[src/rtl/swc_pkg.sv]
package swc_pkg;
  localparam int unsigned SWC_DEF_PRE_N = 4;
  localparam int unsigned SWC_DEF_CNT_W = 4;

  typedef enum logic {
    MOD_LO = 1'b0,
    MOD_HI = 1'b1
  } swc_mod_e;
endpackage

[src/rtl/swc_cfg_clamp.sv]
module swc_cfg_clamp #(
  parameter int unsigned CNT_W = 4
) (
  input  logic [CNT_W-1:0] raw_a,
  input  logic [CNT_W-1:0] raw_m,
  output logic [CNT_W-1:0] eff_a,
  output logic [CNT_W-1:0] eff_m
);
  localparam logic [CNT_W-1:0] ONE = CNT_W'(1);

  always_comb begin
    eff_m = (raw_m == '0) ? ONE : raw_m;
    eff_a = (raw_a > eff_m) ? eff_m : raw_a;
  end
endmodule

[src/rtl/swc_prescaler.sv]
module swc_prescaler
  import swc_pkg::*;
#(
  parameter int unsigned PRE_N = 4,
  parameter int unsigned PW    = 3
) (
  input  logic     clk,
  input  logic     rst_n,
  input  swc_mod_e modsel,
  output logic     tick
);
  localparam logic [PW-1:0] LAST_LO = PW'(PRE_N - 1);
  localparam logic [PW-1:0] LAST_HI = PW'(PRE_N);

  logic [PW-1:0] pcnt;
  logic [PW-1:0] last_idx;

  always_comb begin
    last_idx = (modsel == MOD_HI) ? LAST_HI : LAST_LO;
    tick     = (pcnt == last_idx);
  end

  always_ff @(posedge clk or negedge rst_n) begin
    if (!rst_n)    pcnt <= '0;
    else if (tick) pcnt <= '0;
    else           pcnt <= pcnt + 1'b1;
  end


  pcnt_range_chk: assert property (@(posedge clk) disable iff (!rst_n)
    pcnt <= LAST_HI);


  lo_mod_bound_chk: assert property (@(posedge clk) disable iff (!rst_n)
    (modsel == MOD_LO) |-> (pcnt <= LAST_LO));
endmodule

[src/rtl/swc_counters.sv]
module swc_counters
  import swc_pkg::*;
#(
  parameter int unsigned CNT_W = 4
) (
  input  logic             clk,
  input  logic             rst_n,
  input  logic             tick,
  input  logic [CNT_W-1:0] eff_a,
  input  logic [CNT_W-1:0] eff_m,
  output swc_mod_e         modsel,
  output logic             pulse
);
  localparam logic [CNT_W-1:0] ONE = CNT_W'(1);

  logic [CNT_W-1:0] a_cnt;
  logic [CNT_W-1:0] m_cnt;
  logic             at_end;

  always_comb begin
    at_end = (m_cnt == ONE);
    modsel = (a_cnt != '0) ? MOD_HI : MOD_LO;
  end

  always_ff @(posedge clk or negedge rst_n) begin
    if (!rst_n) begin
      a_cnt <= '0;
      m_cnt <= ONE;
      pulse <= 1'b0;
    end else begin
      pulse <= tick & at_end;
      if (tick) begin
        if (at_end) begin
          m_cnt <= eff_m;
          a_cnt <= eff_a;
        end else begin
          m_cnt <= m_cnt - 1'b1;
          if (a_cnt != '0) a_cnt <= a_cnt - 1'b1;
        end
      end
    end
  end


  a_within_m_chk: assert property (@(posedge clk) disable iff (!rst_n)
    a_cnt <= m_cnt);


  m_nonzero_chk: assert property (@(posedge clk) disable iff (!rst_n)
    m_cnt != '0);


  mod_change_at_tick_chk: assert property (@(posedge clk) disable iff (!rst_n)
    !$stable(modsel) |-> $past(tick));


  pulse_after_tick_chk: assert property (@(posedge clk) disable iff (!rst_n)
    pulse |-> $past(tick));


  pulse_single_chk: assert property (@(posedge clk) disable iff (!rst_n)
    pulse |=> !pulse);
endmodule

[src/rtl/swallow_div_ctrl.sv]
module swallow_div_ctrl
  import swc_pkg::*;
#(
  parameter int unsigned PRE_N = SWC_DEF_PRE_N,
  parameter int unsigned CNT_W = SWC_DEF_CNT_W
) (
  input  logic             clk,
  input  logic             rst_n,
  input  logic [CNT_W-1:0] cfg_swallow,
  input  logic [CNT_W-1:0] cfg_main,
  output logic             mod_hi,
  output logic             presc_tick,
  output logic             div_out
);
  localparam int unsigned PW = $clog2(PRE_N + 1);

  logic [CNT_W-1:0] eff_a;
  logic [CNT_W-1:0] eff_m;
  swc_mod_e         modsel;
  logic             tick;

  swc_cfg_clamp #(.CNT_W(CNT_W)) u_clamp (
    .raw_a (cfg_swallow),
    .raw_m (cfg_main),
    .eff_a (eff_a),
    .eff_m (eff_m)
  );

  swc_prescaler #(.PRE_N(PRE_N), .PW(PW)) u_pre (
    .clk    (clk),
    .rst_n  (rst_n),
    .modsel (modsel),
    .tick   (tick)
  );

  swc_counters #(.CNT_W(CNT_W)) u_cnt (
    .clk    (clk),
    .rst_n  (rst_n),
    .tick   (tick),
    .eff_a  (eff_a),
    .eff_m  (eff_m),
    .modsel (modsel),
    .pulse  (div_out)
  );

  assign mod_hi     = (modsel == MOD_HI);
  assign presc_tick = tick;


  reset_quiet_chk: assert property (@(posedge clk)
    !rst_n |-> (!div_out && !mod_hi));
endmodule

[config.mk]
export PLATFORM = sky130hd
export DESIGN_NAME = swallow_div_ctrl
export DESIGN_NICKNAME = d
export VERILOG_FILES = /design/src/rtl/swc_pkg.sv /design/src/rtl/swc_cfg_clamp.sv /design/src/rtl/swc_prescaler.sv /design/src/rtl/swc_counters.sv /design/src/rtl/swallow_div_ctrl.sv
export SDC_FILE = /design/constraint.sdc
export NUM_CORES = 1
export LEC_CHECK = 0
export BUFFER_PORTS_ARGS = -buffer_cell sky130_fd_sc_hd__buf_2
export CORE_AREA = 3 3 50 43
export DETAILED_ROUTE_END_ITERATION = 16
export DIE_AREA = 0 0 53 46
export GPL_TIMING_DRIVEN = 0
export PLACE_DENSITY = 0.82
export REMOVE_ABC_BUFFERS = 1
export SLEW_MARGIN = 40
export SYNTH_ARGS = -nofsm -noshare
export SYNTH_HDL_FRONTEND = slang
export SYNTH_SLANG_ARGS = --single-unit
[constraint.sdc]
create_clock -name clk -period 2.4 [get_ports clk]
set_input_delay 0.36 -clock clk [delete_from_list [all_inputs] [get_ports clk]]
set_output_delay 0.36 -clock clk [all_outputs]
set_load 0.03 [all_outputs]
==> impl_metrics.env, run 1 <==
export IMPL_status="complete, no violations"
export IMPL_synth_edf_count=0
export IMPL_clockBufferDepth=2
export IMPL_cts_tree="done"
export IMPL_setup_viol=0
export IMPL_h_tree_depth=1
export IMPL_hold_viol=0
export IMPL_drtAntennaViolNets=0
export IMPL_rsz0062_at_grt="no"
export IMPL_grt_pass1_vias=739
export IMPL_worstMarginPinSlew_ps=781
export IMPL_vdd_ir_drop_max_uv=178
export IMPL_grt_start_max_net_pins=16
export IMPL_io_buffers=12
export IMPL_diodes=0
export IMPL_crit_type="reg -> out"
export IMPL_arrival_ps=1940
export IMPL_min_path_cells=3
export IMPL_avgSynthCellArea_um2=9.10
export IMPL_die_x_um=53
export IMPL_hold_path_class="in -> reg"
export IMPL_drc_errors=0
export IMPL_die_h_um=46
export IMPL_fin_skew_ps=1.72
export IMPL_grt_pass1_wl_mm=3.17
export IMPL_pwr_density_cell_nw_per_um2=406
export IMPL_cts_sinks=12
export IMPL_nets=133
export IMPL_synth_area_top_cells="dfrtp_1 (31%), ha_1 (11%), a21oi_1 (4.4%)"
export IMPL_overflow=0
export IMPL_vias=777
export IMPL_path_clk_slew_ps=80
export IMPL_synth_commonest_cells="dfrtp_1 (11), inv_1 (10), a21oi_1 (8), ha_1 (8), nor2_1 (6)"
export IMPL_die_area_um2=2440
export IMPL_ys_flop_type="dfrtp_1"
export IMPL_clk_latency_ps=270
export IMPL_detail_route_wl_per_cell_um=13.8
export IMPL_cap_violations=0
export IMPL_dp_hpwl_mm=1.43
export IMPL_drt_total_wl_mm=1.87
export IMPL_ioPinCount=13
export IMPL_yosysSeqAreaShare_pct=33.5
export IMPL_r2r_worst_path_cells=7
export IMPL_area_delta_synth_final_pct=13.7
export IMPL_layoutNonFillerInstCount=136
export IMPL_fmax_mhz=436
export IMPL_drt_vias_per_instance=5.71
export IMPL_gp_congestion=0.818
export IMPL_synth_area_um2=901
export IMPL_fin_crit_ps=2300
export IMPL_placed_cells=130
export IMPL_cts_buffers=3
export IMPL_root_buffer="clkbuf_4"
export IMPL_p_leak_nw=0.491
export IMPL_std_cell_rows=13
export IMPL_yosysTopAreaCell="dfrtp_1"
export IMPL_core_area_um2=1640
export IMPL_grt_usage_pct=18.4
export IMPL_start_util_pct=54.8
export IMPL_drt_iter0_markers=17
export IMPL_crit_fanout=8
export IMPL_nFillCells=157
export IMPL_yosysWarnings=0
export IMPL_antenna_found_initial=0
export IMPL_drive_above_1_share_pct=23.7
export IMPL_synth_seq_cells=12
export IMPL_async_flop_share_pct=100
export IMPL_fin_crit_sh_pct=95.6
export IMPL_crit_required_ps=2040
export IMPL_dr_pass1_iters=4
export IMPL_cp_end_kind="output port"
export IMPL_setup_tns_ps=0
export IMPL_synth_most_common_cell="dfrtp_1"
export IMPL_startpoint_type="register"
export IMPL_final_max_slew_violation_count=0
export IMPL_ys_types=41
export IMPL_synthesis_instances=99
export IMPL_synth_top_area_share_pct=30.6
export IMPL_maxSlewHeadroom_pct=47.5
-- final timing paths --
kind	from	endpoint	slack (ps)
worst max-delay path	u_cnt.a_cnt[0]	presc_tick	100
worst min-delay path	cfg_swallow[1]	u_cnt.a_cnt[1]	370
worst max register to register	u_cnt.a_cnt[0]	u_cnt.m_cnt[0]	300
worst min register to register	u_pre.pcnt[0]	u_pre.pcnt[0]	510
max in group asynchronous	rst_n	u_cnt.m_cnt[0]	1650
min in group asynchronous	rst_n	u_cnt.m_cnt[2]	480
-- through the flow --
| step | hold slack, ps | worst slack [ps] | power (mW) | utilization (%) | cell area (µm²) |
|---|---|---|---|---|---|
| finish | 374 | 105 | 0.416 | 62.4 | 1020 |
| global route | 383 | 4.47 | 0.436 | 62.4 | 1020 |
| CTS | 369 | 111 | 0.419 | 62.1 | 1020 |
| detailed placement | 248 | 147 | 0.258 | 58.8 | 966 |
| global placement | 248 | 179 | 0.255 | 58.8 | 966 |
| floorplan | 64.4 | 199 | 0.237 | - | 878 |
-- sequential cells by signal, summed over array words and instances (netlist names) --
name / count
u_cnt.a_cnt: 4
u_cnt.m_cnt: 4
u_pre.pcnt: 3
u_cnt.pulse: 1
-- cells by family (layout without fill, tap and decap cells) --
family,count (synthesis),count (layout),synth area share [%]
DFF,12,12,33.5
and+or+nand+nor,34,34,22.4
xor gates and xnor gates,1,1,0.972
adders and majority gates,8,8,11.1
buffers and inverters,13,28,6.67
AOI/OAI and AO/OA,30,30,22.9
muxes,1,1,2.50
-- worst max-delay path, stage by stage, from the launching register on --
cell and delay (ps):
dfrtp_1 380, inv_1 90, ha_1 190, or3b_1 510, mux2i_4 270, buf_2 240
-- where the power goes --
group | switching [mW] | internal, mW
combinational | 0.0319 | 0.0214
sequential | 0 | 0.202
clock | 0.0685 | 0.0921
-- final cells by class --
| class | count | area, µm² | area share (%) |
|---|---|---|---|
| multi-input combinational | 74 | 544 | 53.1 |
| sequential | 12 | 302 | 29.4 |
| timing repair buffer | 14 | 77.6 | 7.57 |
| inverter | 10 | 37.5 | 3.66 |
| clock buffer | 4 | 36.3 | 3.54 |
| tap | 22 | 27.5 | 2.69 |
-- cell usage in the layout, fill, tap and decap left out, drive strengths merged, types with 2 or more instances in the layout --
cell type / netlist / final
and3: 2 / 2
o311ai: 2 / 2
or3: 2 / 2
a22oi: 2 / 2
nor3b: 2 / 2
or3b: 3 / 3
and2: 2 / 2
nor2: 6 / 6
nor3: 2 / 2
o211ai: 5 / 5
inv: 10 / 10
nand3: 2 / 2
nand2: 5 / 5
o21ai: 3 / 3
a21oi: 8 / 8
ha: 8 / 8
clkbuf: 1 / 4
a211oi: 2 / 2
buf: 2 / 13
dfrtp: 11 / 11
o31ai: 3 / 3
-- routing by layer --
metal	part of all wire, %	track usage [%]	vias to the layer above
met2	47	30.9	14
met1	50	24.0	360
li1	-	-	401
met3	3.0	2.95	2
met5	0	0	-
met4	0.64	6.12	0
-- timing repair --
action | in CTS | in global routing
setup buffers | 1 | 0
endpoints found under the setup margin | 1 | 0
hold buffers | 1 | 0
endpoints found under the hold margin | 11 | 0
gates resized for setup | 0 | 0
Note: power is estimated with default switching activity, not from simulation.
==> run 2, diff against run 1 <==
CORE_AREA = 3 3 44 46   (was 3 3 50 43)
DIE_AREA = 0 0 47 49   (was 0 0 53 46)
PLACE_DENSITY = 0.86   (was 0.82)
clock period = 2.7 ns   (was 2.4 ns; I/O delays follow)
==> impl_metrics.env, run 2 (same netlist as run 1, synthesis figures left out) <==
export IMPL_status="finished with violations"
export IMPL_violations="negative hold slack"
export IMPL_nets=132
export IMPL_cts_resized=0
export IMPL_r2r_start="u_cnt.a_cnt[0]"
export IMPL_hold_viol=6
export IMPL_crit_fanout=8
export IMPL_drt_iter0_markers=15
export IMPL_slowest_stage="or3b_1"
export IMPL_core_area_um2=1540
export IMPL_arrival_ps=1880
export IMPL_drtAntennaViolNets=0
export IMPL_multi_input_area_um2=544
export IMPL_antenna_found_initial=0
export IMPL_dp_hpwl_mm=1.47
export IMPL_startpoint_type="register"
export IMPL_rsz0062_at_grt="no"
export IMPL_start_util_pct=58.4
export IMPL_die_x_um=47
export IMPL_reg_top3="u_cnt.a_cnt: 4 flops, u_cnt.m_cnt: 4 flops, u_pre.pcnt: 3 flops"
export IMPL_r2r_worst_path_cells=7
export IMPL_fin_crit_ps=2280
export IMPL_p_leak_nw=0.487
export IMPL_regArea_um2=302
export IMPL_crit_type="reg -> out"
export IMPL_grt_pass1_wl_mm=2.92
export IMPL_drc_errors=0
export IMPL_final_cell_mix="buf_2 (12), dfrtp_1 (11), inv_1 (10)"
export IMPL_cp_end_kind="output port"
export IMPL_final_core_util_pct=65.3
export IMPL_setup_viol=0
export IMPL_r2r_end="u_cnt.m_cnt[0]"
export IMPL_vias=802
export IMPL_drive_above_1_share_pct=23.9
export IMPL_fin_skew_ps=7.53
export IMPL_path_cells="inv_1 > ha_1 > or3b_1 > mux2i_4 > buf_2"
export IMPL_detail_route_wl_per_cell_um=14.0
export IMPL_cts_buffers=3
export IMPL_crit_required_ps=2300
export IMPL_overflow=0
export IMPL_pwr_density_cell_nw_per_um2=364
export IMPL_h_tree_depth=1
export IMPL_hold_path_class="in -> async"
export IMPL_fin_crit_sh_pct=84.6
export IMPL_io_buffers=12
export IMPL_clk_latency_ps=270
export IMPL_cap_violations=0
export IMPL_worstMarginPinSlew_ps=762
export IMPL_holdWs_ps=-8.32
export IMPL_final_max_slew_violation_count=0
export IMPL_diodes=0
export IMPL_nFillCells=137
export IMPL_layout_commonest_cell="buf_2"
export IMPL_cts_tree="done"
export IMPL_fmax_mhz=438
export IMPL_path_clk_slew_ps=80
export IMPL_drt_total_wl_mm=1.80
export IMPL_ff2ff_setup_slack_ps=640
export IMPL_grt_usage_pct=17.3
export IMPL_clockBufferDepth=2
export IMPL_die_h_um=49
export IMPL_drt_vias_per_instance=6.22
export IMPL_grt_pass1_vias=719
export IMPL_std_cell_rows=14
export IMPL_slowest_delay_ps=510
export IMPL_ioPinCount=13
export IMPL_die_area_um2=2300
export IMPL_vdd_ir_drop_max_uv=253
export IMPL_grt_start_max_net_pins=18
export IMPL_maxSlewHeadroom_pct=48.8
export IMPL_setup_tns_ps=0
export IMPL_root_buffer="clkbuf_4"
export IMPL_cts_sinks=12
export IMPL_area_delta_synth_final_pct=11.8
export IMPL_dr_pass1_iters=4
export IMPL_gp_congestion=0.794
[run 2: cell types whose count changed in the layout (fill, tap and decap cells not counted), sizes merged]
cell / before / now
dlygate4sd3: 1 / 0
[run 2: what timing repair did]
| action | CTS | global route |
|---|---|---|
| hold buffers | 0 | 0 |
| buffers inserted | 0 | 1 |
| setup endpoints to repair | 0 | 1 |
| endpoints found under the hold margin | 0 | 0 |
[run 2: critical path, delay by kind of cell, from the launching register on]
| kind | cells | cell delay (ps) |
|---|---|---|
| fa+ha+maj | 1 | 190 |
| simple gates | 1 | 510 |
| mux | 1 | 230 |
| buf+inv | 2 | 310 |
| flops | 1 | 380 |
[run 2: cell type report]
| class | count | area share [%] |
|---|---|---|
| clock buffers | 4 | 3.60 |
| inverters | 10 | 3.73 |
| repair buffers | 13 | 6.71 |
| flip-flops and latches | 12 | 29.9 |
| well taps | 16 | 1.99 |
| multi-input cells | 74 | 54.0 |
[run 2: worst max path at each step]
stage                         startpoint             end  slack (ps)  cells after the start
final                     u_cnt.a_cnt[0]      presc_tick         420                      5
after global routing      u_cnt.a_cnt[0]      presc_tick         320                      5
after CTS                 u_cnt.a_cnt[0]      presc_tick          90                      5
after detailed placement  u_cnt.a_cnt[0]      presc_tick         370                      5
after global placement    u_cnt.a_cnt[0]      presc_tick         440                      5
after floorplan           u_cnt.a_cnt[0]  u_cnt.a_cnt[0]         500                      6
[run 2: metrics by stage]
| step | total power [mW] | cells | instance area [µm²] | worst slack [ps] |
|---|---|---|---|---|
| finish | 0.366 | 129 | 1010 | 416 |
| global route | 0.381 | 129 | 1010 | 317 |
| CTS | 0.368 | 128 | 995 | 94.1 |
| detailed placement | 0.229 | 124 | 958 | 371 |
| global placement | 0.226 | 124 | 958 | 435 |
| floorplan | 0.211 | 96 | 878 | 499 |
[run 2: where the power goes]
group	leakage, nW	switching, mW	internal, mW
clock	0.0210	0.0580	0.0819
sequential	0.141	0	0.180
combinational	0.325	0.0285	0.0182
[run 2: per-layer routing]
layer / track usage, % / vias up / wire [µm]
met3: 4.06 / 4 / 50
met4: 10.6 / 0 / 31
met1: 20.6 / 383 / 793
met5: 0 / - / 0
met2: 26.9 / 17 / 927
li1: - / 398 / -
